==> src/rtl/mst_alloc_pkg.sv <==
package mst_alloc_pkg;
  localparam logic [1:0] CMD_NONE  = 2'd0;
  localparam logic [1:0] CMD_TRIG  = 2'd1;
  localparam logic [1:0] CMD_QUIET = 2'd2;

  typedef enum logic [1:0] {
    ST_IDLE      = 2'd0,
    ST_WAIT_TRIG = 2'd1,
    ST_WAIT_COPY = 2'd2
  } upd_state_e;

  // A command starts an update only for the two defined update codes.
  function automatic logic cmd_starts(input logic [1:0] code);
    return (code == CMD_TRIG) || (code == CMD_QUIET);
  endfunction

  // Next keepout header count; wraps to zero when the window closes.
  function automatic int unsigned keep_next(input int unsigned cnt,
                                            input int unsigned limit);
    return (cnt + 1 >= limit) ? 0 : cnt + 1;
  endfunction
endpackage

==> src/rtl/alloc_table_regs.sv <==
module alloc_table_regs #(
  parameter int ROWS   = 4,
  parameter int SRC_W  = 6,
  parameter int SLOT_W = 6,
  localparam int ROW_W = (ROWS > 1) ? $clog2(ROWS) : 1
) (
  input  logic                    clk,
  input  logic                    rst_n,
  input  logic                    wr_en,
  input  logic [ROW_W-1:0]        wr_row,
  input  logic [SRC_W-1:0]        wr_src,
  input  logic [SLOT_W-1:0]       wr_slots,
  input  logic                    busy,
  input  logic                    copy_en,
  output logic [ROWS*SRC_W-1:0]   pend_src,
  output logic [ROWS*SLOT_W-1:0]  pend_slots,
  output logic [ROWS*SRC_W-1:0]   live_src,
  output logic [ROWS*SLOT_W-1:0]  live_slots
);
  // Staging writes are accepted only while no update is in flight.
  logic stage_we;
  assign stage_we = wr_en && !busy;

  for (genvar r = 0; r < ROWS; r++) begin : g_row
    logic [SRC_W-1:0]  ps_q, ls_q;
    logic [SLOT_W-1:0] pn_q, ln_q;
    logic              hit;
    assign hit = stage_we && (wr_row == ROW_W'(r));

    always_ff @(posedge clk) begin
      if (!rst_n) begin
        ps_q <= '0; pn_q <= '0;
        ls_q <= '0; ln_q <= '0;
      end else begin
        if (hit) begin
          ps_q <= wr_src;
          pn_q <= wr_slots;
        end
        if (copy_en) begin
          ls_q <= ps_q;
          ln_q <= pn_q;
        end
      end
    end

    assign pend_src  [r*SRC_W  +: SRC_W ] = ps_q;
    assign pend_slots[r*SLOT_W +: SLOT_W] = pn_q;
    assign live_src  [r*SRC_W  +: SRC_W ] = ls_q;
    assign live_slots[r*SLOT_W +: SLOT_W] = ln_q;
  end

  assert_stage_hold_R7: assert property (@(posedge clk) disable iff (!rst_n)
    busy |=> ($stable(pend_src) && $stable(pend_slots)));
  assert_live_hold_R10: assert property (@(posedge clk) disable iff (!rst_n)
    !copy_en |=> ($stable(live_src) && $stable(live_slots)));
  assert_copy_take_R4: assert property (@(posedge clk) disable iff (!rst_n)
    copy_en |=> (live_src == $past(pend_src) && live_slots == $past(pend_slots)));
endmodule

==> src/rtl/alloc_upd_ctrl.sv <==
module alloc_upd_ctrl
  import mst_alloc_pkg::*;
(
  input  logic       clk,
  input  logic       rst_n,
  input  logic       cmd_wr,
  input  logic [1:0] cmd_val,
  input  logic       frame_hdr,
  output logic [1:0] cmd_q,
  output logic       busy,
  output logic       act_pulse,
  output logic       copy_en
);
  upd_state_e st_q;
  logic       act_q;
  logic       accept;

  assign accept    = (st_q == ST_IDLE) && cmd_wr && cmd_starts(cmd_val);
  assign copy_en   = (st_q == ST_WAIT_COPY) && frame_hdr;
  assign busy      = (st_q != ST_IDLE);
  assign act_pulse = act_q;

  always_ff @(posedge clk) begin
    if (!rst_n) begin
      st_q  <= ST_IDLE;
      cmd_q <= CMD_NONE;
      act_q <= 1'b0;
    end else begin
      act_q <= 1'b0;
      unique case (st_q)
        ST_IDLE: if (accept) begin
          cmd_q <= cmd_val;
          st_q  <= (cmd_val == CMD_TRIG) ? ST_WAIT_TRIG : ST_WAIT_COPY;
        end
        ST_WAIT_TRIG: if (frame_hdr) begin
          act_q <= 1'b1;
          st_q  <= ST_WAIT_COPY;
        end
        ST_WAIT_COPY: if (frame_hdr) begin
          cmd_q <= CMD_NONE;
          st_q  <= ST_IDLE;
        end
        default: st_q <= ST_IDLE;
      endcase
    end
  end

  assert_trig_after_hdr_R3: assert property (@(posedge clk) disable iff (!rst_n)
    act_q |-> ($past(frame_hdr) && $past(cmd_q) == CMD_TRIG));
  assert_trig_single_R3: assert property (@(posedge clk) disable iff (!rst_n)
    act_q |=> !act_q);
  assert_cmd_clear_R4: assert property (@(posedge clk) disable iff (!rst_n)
    $fell(busy) |-> ($past(copy_en) && cmd_q == CMD_NONE));
  assert_quiet_no_trig_R5: assert property (@(posedge clk) disable iff (!rst_n)
    (cmd_q == CMD_QUIET) |-> !act_q);
  assert_cmd_hold_R6: assert property (@(posedge clk) disable iff (!rst_n)
    (busy && !copy_en) |=> $stable(cmd_q));
  assert_code3_ignored_R8: assert property (@(posedge clk) disable iff (!rst_n)
    (!busy && cmd_wr && cmd_val == 2'd3) |=> !busy);
endmodule

==> src/rtl/alloc_keepout.sv <==
module alloc_keepout
  import mst_alloc_pkg::*;
#(
  parameter int KEEP_HDRS = 16,
  localparam int CNT_W = $clog2(KEEP_HDRS + 1)
) (
  input  logic clk,
  input  logic rst_n,
  input  logic copy_en,
  input  logic frame_hdr,
  output logic keepout
);
  logic [CNT_W-1:0] cnt_q;
  logic             keep_q;
  logic             last_hdr;

  assign last_hdr = keep_q && frame_hdr && (32'(cnt_q) + 1 >= KEEP_HDRS);
  assign keepout  = keep_q;

  always_ff @(posedge clk) begin
    if (!rst_n) begin
      keep_q <= 1'b0;
      cnt_q  <= '0;
    end else if (copy_en) begin
      keep_q <= 1'b1;
      cnt_q  <= '0;
    end else if (keep_q && frame_hdr) begin
      cnt_q  <= CNT_W'(keep_next(32'(cnt_q), KEEP_HDRS));
      if (last_hdr) keep_q <= 1'b0;
    end
  end

  assert_keep_rise_R9: assert property (@(posedge clk) disable iff (!rst_n)
    $rose(keepout) |-> $past(copy_en));
  assert_keep_fall_R9: assert property (@(posedge clk) disable iff (!rst_n)
    $fell(keepout) |-> ($past(frame_hdr) && !$past(copy_en)));
  assert_keep_bound_R9: assert property (@(posedge clk) disable iff (!rst_n)
    32'(cnt_q) < KEEP_HDRS);
  assert_keep_restart_R11: assert property (@(posedge clk) disable iff (!rst_n)
    copy_en |=> (keepout && cnt_q == '0));
endmodule

==> src/rtl/mst_alloc_table.sv <==
module mst_alloc_table #(
  parameter int ROWS      = 4,
  parameter int SRC_W     = 6,
  parameter int SLOT_W    = 6,
  parameter int KEEP_HDRS = 16,
  localparam int ROW_W = (ROWS > 1) ? $clog2(ROWS) : 1
) (
  input  logic                    clk,
  input  logic                    rst_n,
  input  logic                    wr_en,
  input  logic [ROW_W-1:0]        wr_row,
  input  logic [SRC_W-1:0]        wr_src,
  input  logic [SLOT_W-1:0]       wr_slots,
  input  logic                    cmd_wr,
  input  logic [1:0]              cmd_val,
  input  logic                    frame_hdr,
  output logic [1:0]              cmd_rd,
  output logic                    busy,
  output logic                    act_pulse,
  output logic                    keepout,
  output logic [ROWS*SRC_W-1:0]   pend_src,
  output logic [ROWS*SLOT_W-1:0]  pend_slots,
  output logic [ROWS*SRC_W-1:0]   live_src,
  output logic [ROWS*SLOT_W-1:0]  live_slots
);
  // Named internal event shared by the three sub-blocks.
  logic copy_en;

  alloc_upd_ctrl u_ctrl (
    .clk(clk), .rst_n(rst_n), .cmd_wr(cmd_wr), .cmd_val(cmd_val),
    .frame_hdr(frame_hdr), .cmd_q(cmd_rd), .busy(busy),
    .act_pulse(act_pulse), .copy_en(copy_en)
  );

  alloc_table_regs #(.ROWS(ROWS), .SRC_W(SRC_W), .SLOT_W(SLOT_W)) u_tbl (
    .clk(clk), .rst_n(rst_n), .wr_en(wr_en), .wr_row(wr_row),
    .wr_src(wr_src), .wr_slots(wr_slots), .busy(busy), .copy_en(copy_en),
    .pend_src(pend_src), .pend_slots(pend_slots),
    .live_src(live_src), .live_slots(live_slots)
  );

  alloc_keepout #(.KEEP_HDRS(KEEP_HDRS)) u_keep (
    .clk(clk), .rst_n(rst_n), .copy_en(copy_en), .frame_hdr(frame_hdr),
    .keepout(keepout)
  );

  assert_copy_on_hdr_R10: assert property (@(posedge clk) disable iff (!rst_n)
    copy_en |-> frame_hdr);
endmodule

==> config.mk <==
export PLATFORM = sky130hd
export DESIGN_NAME = mst_alloc_table
export DESIGN_NICKNAME = d
export VERILOG_FILES = /design/src/rtl/mst_alloc_pkg.sv /design/src/rtl/alloc_table_regs.sv /design/src/rtl/alloc_upd_ctrl.sv /design/src/rtl/alloc_keepout.sv /design/src/rtl/mst_alloc_table.sv
export SDC_FILE = /design/constraint.sdc
export NUM_CORES = 1
export LEC_CHECK = 0
export BUFFER_PORTS_ARGS = -buffer_cell sky130_fd_sc_hd__buf_2
export CAP_MARGIN = 20
export CORE_MARGIN = 8
export CORE_UTILIZATION = 54
export DETAILED_ROUTE_END_ITERATION = 16
export GPL_TIMING_DRIVEN = 0
export PLACE_DENSITY = 0.83
export SLEW_MARGIN = 10
export SYNTH_ARGS = -nofsm -noshare
export SYNTH_HDL_FRONTEND = slang
export SYNTH_SLANG_ARGS = --single-unit
==> constraint.sdc <==
create_clock -name clk -period 3.4 [get_ports clk]
set_input_delay 0 -clock clk [delete_from_list [all_inputs] [get_ports clk]]
set_output_delay 0 -clock clk [all_outputs]
set_load 0.1 [all_outputs]
# Yosys cells after proc, flatten, opt, wreduce, memory -nomap -nowiden
# Cells that the tools add are included.
dict set report op_classes {
  add_sub_neg 1
  n_lt_le_gt_ge 1
  eq_ne 10
  n_mux 12
  bitwise_logic 1
  reduce_logical 23
}
# operator count
set ops {}
lappend ops {{1-bit logical AND} 10}
lappend ops {{2-bit 2-to-1 mux} 5}
lappend ops {{2-bit == test, second input constant} 4}
lappend ops {{2-bit nonzero test} 4}
lappend ops {{5-bit by 1-bit adder with 6-bit output, second input constant} 1}
lappend ops {{2-bit by 1-bit == test with 1-bit output, second input constant} 3}
lappend ops {{6-bit by 5-bit >= comparator with 1-bit output, second input constant} 1}
lappend ops {{2-bit one-hot mux with 3 select lines} 1}
lappend ops {{3-bit AND reduction} 2}
lappend ops {{5-bit 2-to-1 mux} 1}
lappend ops {{2-bit zero test} 2}
lappend ops {{1-bit 2-to-1 mux} 4}
lappend ops {{2-bit != test, second input constant} 2}
lappend ops {{2-bit one-hot mux with 2 select lines} 1}
lappend ops {{2-bit AND reduction} 2}
lappend ops {{2-bit by 1-bit != test with 1-bit output, second input constant} 1}
lappend ops {{2-bit OR reduction} 1}
lappend ops {{1-bit zero test} 1}
lappend ops {{1-bit logical OR} 1}
lappend ops {{1-bit NOT} 1}
dict set report word_totals {
  ff_bits 107
  in_bits 21
  out_inout_bits 101
  elab_cells 69
}

# Depth between registers and ports, before layout
dict set report logic_depth {
  depth_word 6
  ltp_mapped 7
  mapped_depth_nobuf 6
}

# Cells and area by module
# A second synthesis with hierarchy kept.
dict set report hier_totals {
  cells_unflattened 386
  hier_area_um2 4121.5
}
# mod n_inst cells_per_inst area_per_inst_um2
set modules_own_cells {}
lappend modules_own_cells {alloc_table_regs 1 326 3597.2}
lappend modules_own_cells {alloc_keepout 1 34 287.8}
lappend modules_own_cells {alloc_upd_ctrl 1 26 236.5}

# Worst setup path after synthesis
# OpenSTA, ideal clock, no wires.
dict set report synth_path {
  path_kind {register to register}
  start {register u_keep.keep_q (netlist: u_keep.keepout)}
  end {register u_keep.cnt_q[3]}
  setup_time_ns 0.074
  t_arrival_ns 1.952
  required_time_ns 3.326
  slack_ns 1.374
  stages_incl_launch_ff 4
  n_path_buf 0
  cell_sequence {dfxtp_1 > nand2_1 > or4_1 > a31oi_1}
}
dict set report synth_between {
  elab_chain_len 1
}
# element line_no
set synth_lines {}
lappend synth_lines {{from (decl)} alloc_keepout.sv:14} ;# logic keep_q;
lappend synth_lines {{from (signal assigned)} alloc_keepout.sv:22} ;# keep_q <= 1'b0;
lappend synth_lines {{from (signal assigned)} alloc_keepout.sv:25} ;# keep_q <= 1'b1;
lappend synth_lines {{from (signal assigned)} alloc_keepout.sv:29} ;# if (last_hdr) keep_q <= 1'b0;
lappend synth_lines {{1-bit logical AND} alloc_keepout.sv:27} ;# end else if (keep_q && frame_hdr) begin
lappend synth_lines {{to (signal assigned)} alloc_keepout.sv:28} ;# cnt_q <= CNT_W'(keep_next(32'(cnt_q), KEEP_HDRS));
lappend synth_lines {{to (decl)} alloc_keepout.sv:13} ;# logic [CNT_W-1:0] cnt_q;
# Every way passes these cells.
# A chain may end at the register's enable or synchronous reset.

# Worst setup path after layout
dict set report layout_path {
  start {register u_ctrl.st_q[0]}
  end {register u_tbl.g_row[1].ps_q[4]}
}
dict set report layout_between {
  elab_chain_len 4
}
# element line_no
set layout_lines {}
lappend layout_lines {{from (decl)} alloc_upd_ctrl.sv:14} ;# upd_state_e st_q;
lappend layout_lines {{from (signal assigned)} alloc_upd_ctrl.sv:33} ;# st_q <= (cmd_val == CMD_TRIG) ? ST_WAIT_TRIG : ST_WAIT_COPY;
lappend layout_lines {{2-bit nonzero test} alloc_upd_ctrl.sv:20} ;# assign busy = (st_q != ST_IDLE);
lappend layout_lines {{1-bit zero test} alloc_table_regs.sv:22} ;# assign stage_we = wr_en && !busy;
lappend layout_lines {{1-bit logical AND} alloc_table_regs.sv:22}
lappend layout_lines {{1-bit logical AND} alloc_table_regs.sv:28} ;# assign hit = stage_we && (wr_row == ROW_W'(r));
lappend layout_lines {{to (signal assigned)} alloc_table_regs.sv:36} ;# ps_q <= wr_src;
lappend layout_lines {{to (decl)} alloc_table_regs.sv:25} ;# logic [SRC_W-1:0] ps_q, ls_q;
# Every way passes these cells.

==> metrics.md <==
| Metric | Value |
|---|---|
| Status | complete, no violations |
| DR vias | approximately 3,500 |
| R2R depth | 6 |
| Share of layout cells above drive strength 1 | 24.7% |
| Yosys top cell by area | dfxtp_1 |
| Critical Path AT | 2130 ps |
| Port-buffer cells | 119 |
| Die area | about 11,000 um2 |
| Static Leak | approximately 0.0023 uW |
| Max Slew Vio Count | 0 |
| Synth unique cells | 35 |
| Global route total overflow | 0 |
| Post-Place Cells | 649 |
| CP max FO | 10 |
| Top Ports | 122 |
| Fraction of registers with async set or reset after synthesis | 0% |
| First-pass GRT wire length | 17,300 um |
| Finish-stage setup viols | 0 |
| Cell count of the worst hold path | 3 |
| Maxcap violations | 0 |
| Die H | just over 100 um |
| WS Path Type | register to register |
| RSZ-0062 raised after global routing | false |
| Post-layout nets | 592 |
| FP Rows | 32 |
| Post-DP HPWL | about 8400 um |
| CTS tree | done |
| DR DRC count | 0 |
| Hold_buf cts | 11 |
| Critical Path RT | 3650 ps |
| RePlAce Congestion | 0.766 |
| Hold Path Origin | wr_slots[4] |
| CP max stage delay | 440 ps |
| CTS Buffer Depth | 2 |
| Post-Synth XOR/XNOR Area | 0% |
| Reg2Reg Capture Point | u_tbl.g_row[1].ps_q[4] |
| Drt pass-1 iters | 4 |
| Tmin final | 1880 ps |
| Layout Cells excl Fill | 676 |
| Vias in the first global route | 3,534 |
| CP cell instances | or3b_4 > or3b_1 > buf_2 > buf_6 > mux2i_1 > nor2b_1 |
| Synth top area share | between 50% and 60% |
| Synth Area in Adders | 0.609% |
| GRT Overall Usage | 21.2% |
| DRT iter0 DRCs | 141 |
| DR WL/cell | 16.2 um |
| Mean post-synth cell area | 9.61 um2 |
| Final Cycle Share | 55.2% |
| Slowest CP cell | or3b_4 |
| Count leader, synth | dfxtp_1 |
| Compound-Gate Fraction of Synth Area | 11.2% |
| Syn_nets | around 450 |
| Reg-to-reg startpoint | u_ctrl.st_q[0] |
| Vias/cell | between 5 and 6 |
| Synth warnings | 0 |
| Final TNS setup | 0 ps |
| Slew @ Worst Pin | 791 ps |
| Flops & latches, synth | 107 |
| Largest cells by area after synthesis | dfxtp_1, mux2i_1, nand2_1 |
| Setup Skew | 7.82 ps |
| FF-to-FF setup slack | between 1500 and 2000 ps |
| Fmax achieved | 533 MHz |
| Post-Synthesis Cells | 428 |
| Pwr/cell area | 466 nW/um2 |
| Main combinational cell family by area after synthesis | simple AND/OR/NAND/NOR gates |
| Synthesis-to-finish area growth | 24.5% |
| Initial antenna violation count | 0 |
| Top post-synthesis cells by count | dfxtp_1, nand2_1, nor2b_1 |
| CTS HTree Levels | 3 |
| Synth Area in Simple Gates | 21.0% |
| Largest net degree at the start of global routing | 16 |
| Post-synth EDFFs | 0 |
| Clock Latency Late Sink | 360 ps |
| Worst slew margin | 46.6% |
| Root buffer cell | clkbuf_8 |
| CP Launch Type | register |
| VDD IR max | approximately 0.00027 V |
| Count of final hold-check violations | 0 |
| Proportion of synthesized area in mux cells | 11.7% |
| Worst Hold Class | input port to register |
| Number of diodes | 0 |
| DRT antenna net count | 0 |
| Mapped cell area | roughly 4100 um2 |
| Main synth FF type | dfxtp_1 |
| Core area | 7570 um2 |
| Crit end category | register |
| Worst hold path endpoint | u_tbl.g_row[3].pn_q[4] |
| Initial Util | 54.3% |
| Die W | 103 um |
| CTS resizes | 0 |
| Post-Route WL | 11,000 um |
| Clk slew on worst S/H paths | 90 ps |
| Clock buffers created by TritonCTS | 9 |
| Clock sinks | 107 |
| Post-CTS Setup Bufs | 0 |
| Seq/Total Area, Yosys | 52.1% |
-- worst max-delay path by stage --
stage | startpoint | end | slack (ps) | cells after the start
final | u_ctrl.st_q[0] | u_tbl.g_row[1].ps_q[4] | 1520 | 6
after global placement | u_ctrl.st_q[0] | u_tbl.g_row[1].pn_q[5] | 1630 | 6
after global routing | u_ctrl.st_q[1] | u_tbl.g_row[0].ls_q[0] | 1460 | 6
after CTS | u_ctrl.st_q[0] | u_tbl.g_row[1].ps_q[4] | 1540 | 6
after detailed placement | u_ctrl.st_q[0] | u_tbl.g_row[1].ps_q[3] | 1580 | 6
after floorplan | u_keep.keepout | u_keep.cnt_q[3] | 1370 | 3
-- worst max-delay path: cells and delay by family, from the launching register on --
family	cells	cell delay (ps)
flops	1	380
simple gates	3	880
mux	1	190
buf+inv	2	310
-- cell usage in the layout, fill, tap and decap left out, types with 2 or more instances in the layout --
cell type,netlist,layout
a21boi_0,48,48
a21oi_1,4,4
a22oi_1,3,3
a31oi_1,3,3
buf_2,4,123
buf_4,2,2
clkbuf_1,21,24
clkbuf_8,0,11
clkinv_2,0,2
dfxtp_1,107,107
dlygate4sd3_1,0,11
ha_1,2,2
inv_1,4,4
mux2i_1,48,48
nand2_1,102,102
nand3_1,2,2
nand4_1,2,2
nor2_1,4,4
nor2b_1,53,53
-- cell families (layout without fill, tap and decap cells) --
kind of cell               after synthesis  count (layout)
AOI/OAI and AO/OA                       63              63
and+or+nand+nor                        176             176
DFF                                    107             107
adders and majority gates                2               2
buffers and inverters                   32             178
muxes                                   48              48
-- flip-flops by register name (all words and copies together) (netlist names) --
register / count
u_keep.cnt_q: 5
u_keep.keepout: 1
u_ctrl.st_q: 2
u_tbl.g_row.ps_q: 24
u_tbl.g_row.ls_q: 24
u_tbl.g_row.pn_q: 24
u_ctrl.cmd_q: 2
u_ctrl.act_pulse: 1
u_tbl.g_row.ln_q: 24
-- metrics by stage --
step	area [um2]	power [uW]	utilization [%]	hold slack, ps	worst slack (ps)
floorplan	4110	1620	-	166	1370
global route	5120	2470	67.6	10.9	1460
global placement	4830	1690	63.9	303	1630
detailed placement	4830	1700	63.9	305	1580
finish	5120	2380	67.6	9.47	1520
CTS	5120	2400	67.6	0.629	1540
-- power breakdown --
group | internal [uW] | switching [uW]
Combinational | 91.8 | 286
Clock | 306 | 397
Sequential | 1280 | 23.2
Total | 1680 | 706
-- routing by layer --
metal	vias up	global-route usage [%]	routed length [um]
met5	-	0	0
met4	0	8.90	215
met3	16	5.56	883
met2	105	35.1	5260
met1	1629	25.4	4620
li1	1701	-	-
-- cell type report --
type | instances | area, um2
multi-input combinational | 289 | 1830
clock buffer | 14 | 163
buffer | 28 | 125
sequential | 107 | 2140
inverter | 4 | 15.0
tap | 102 | 128
fill | 591 | 2450
timing repair buffer | 130 | 706
clock inverter | 2 | 10.0
No activity file was read; power rests on OpenSTA's default activity.
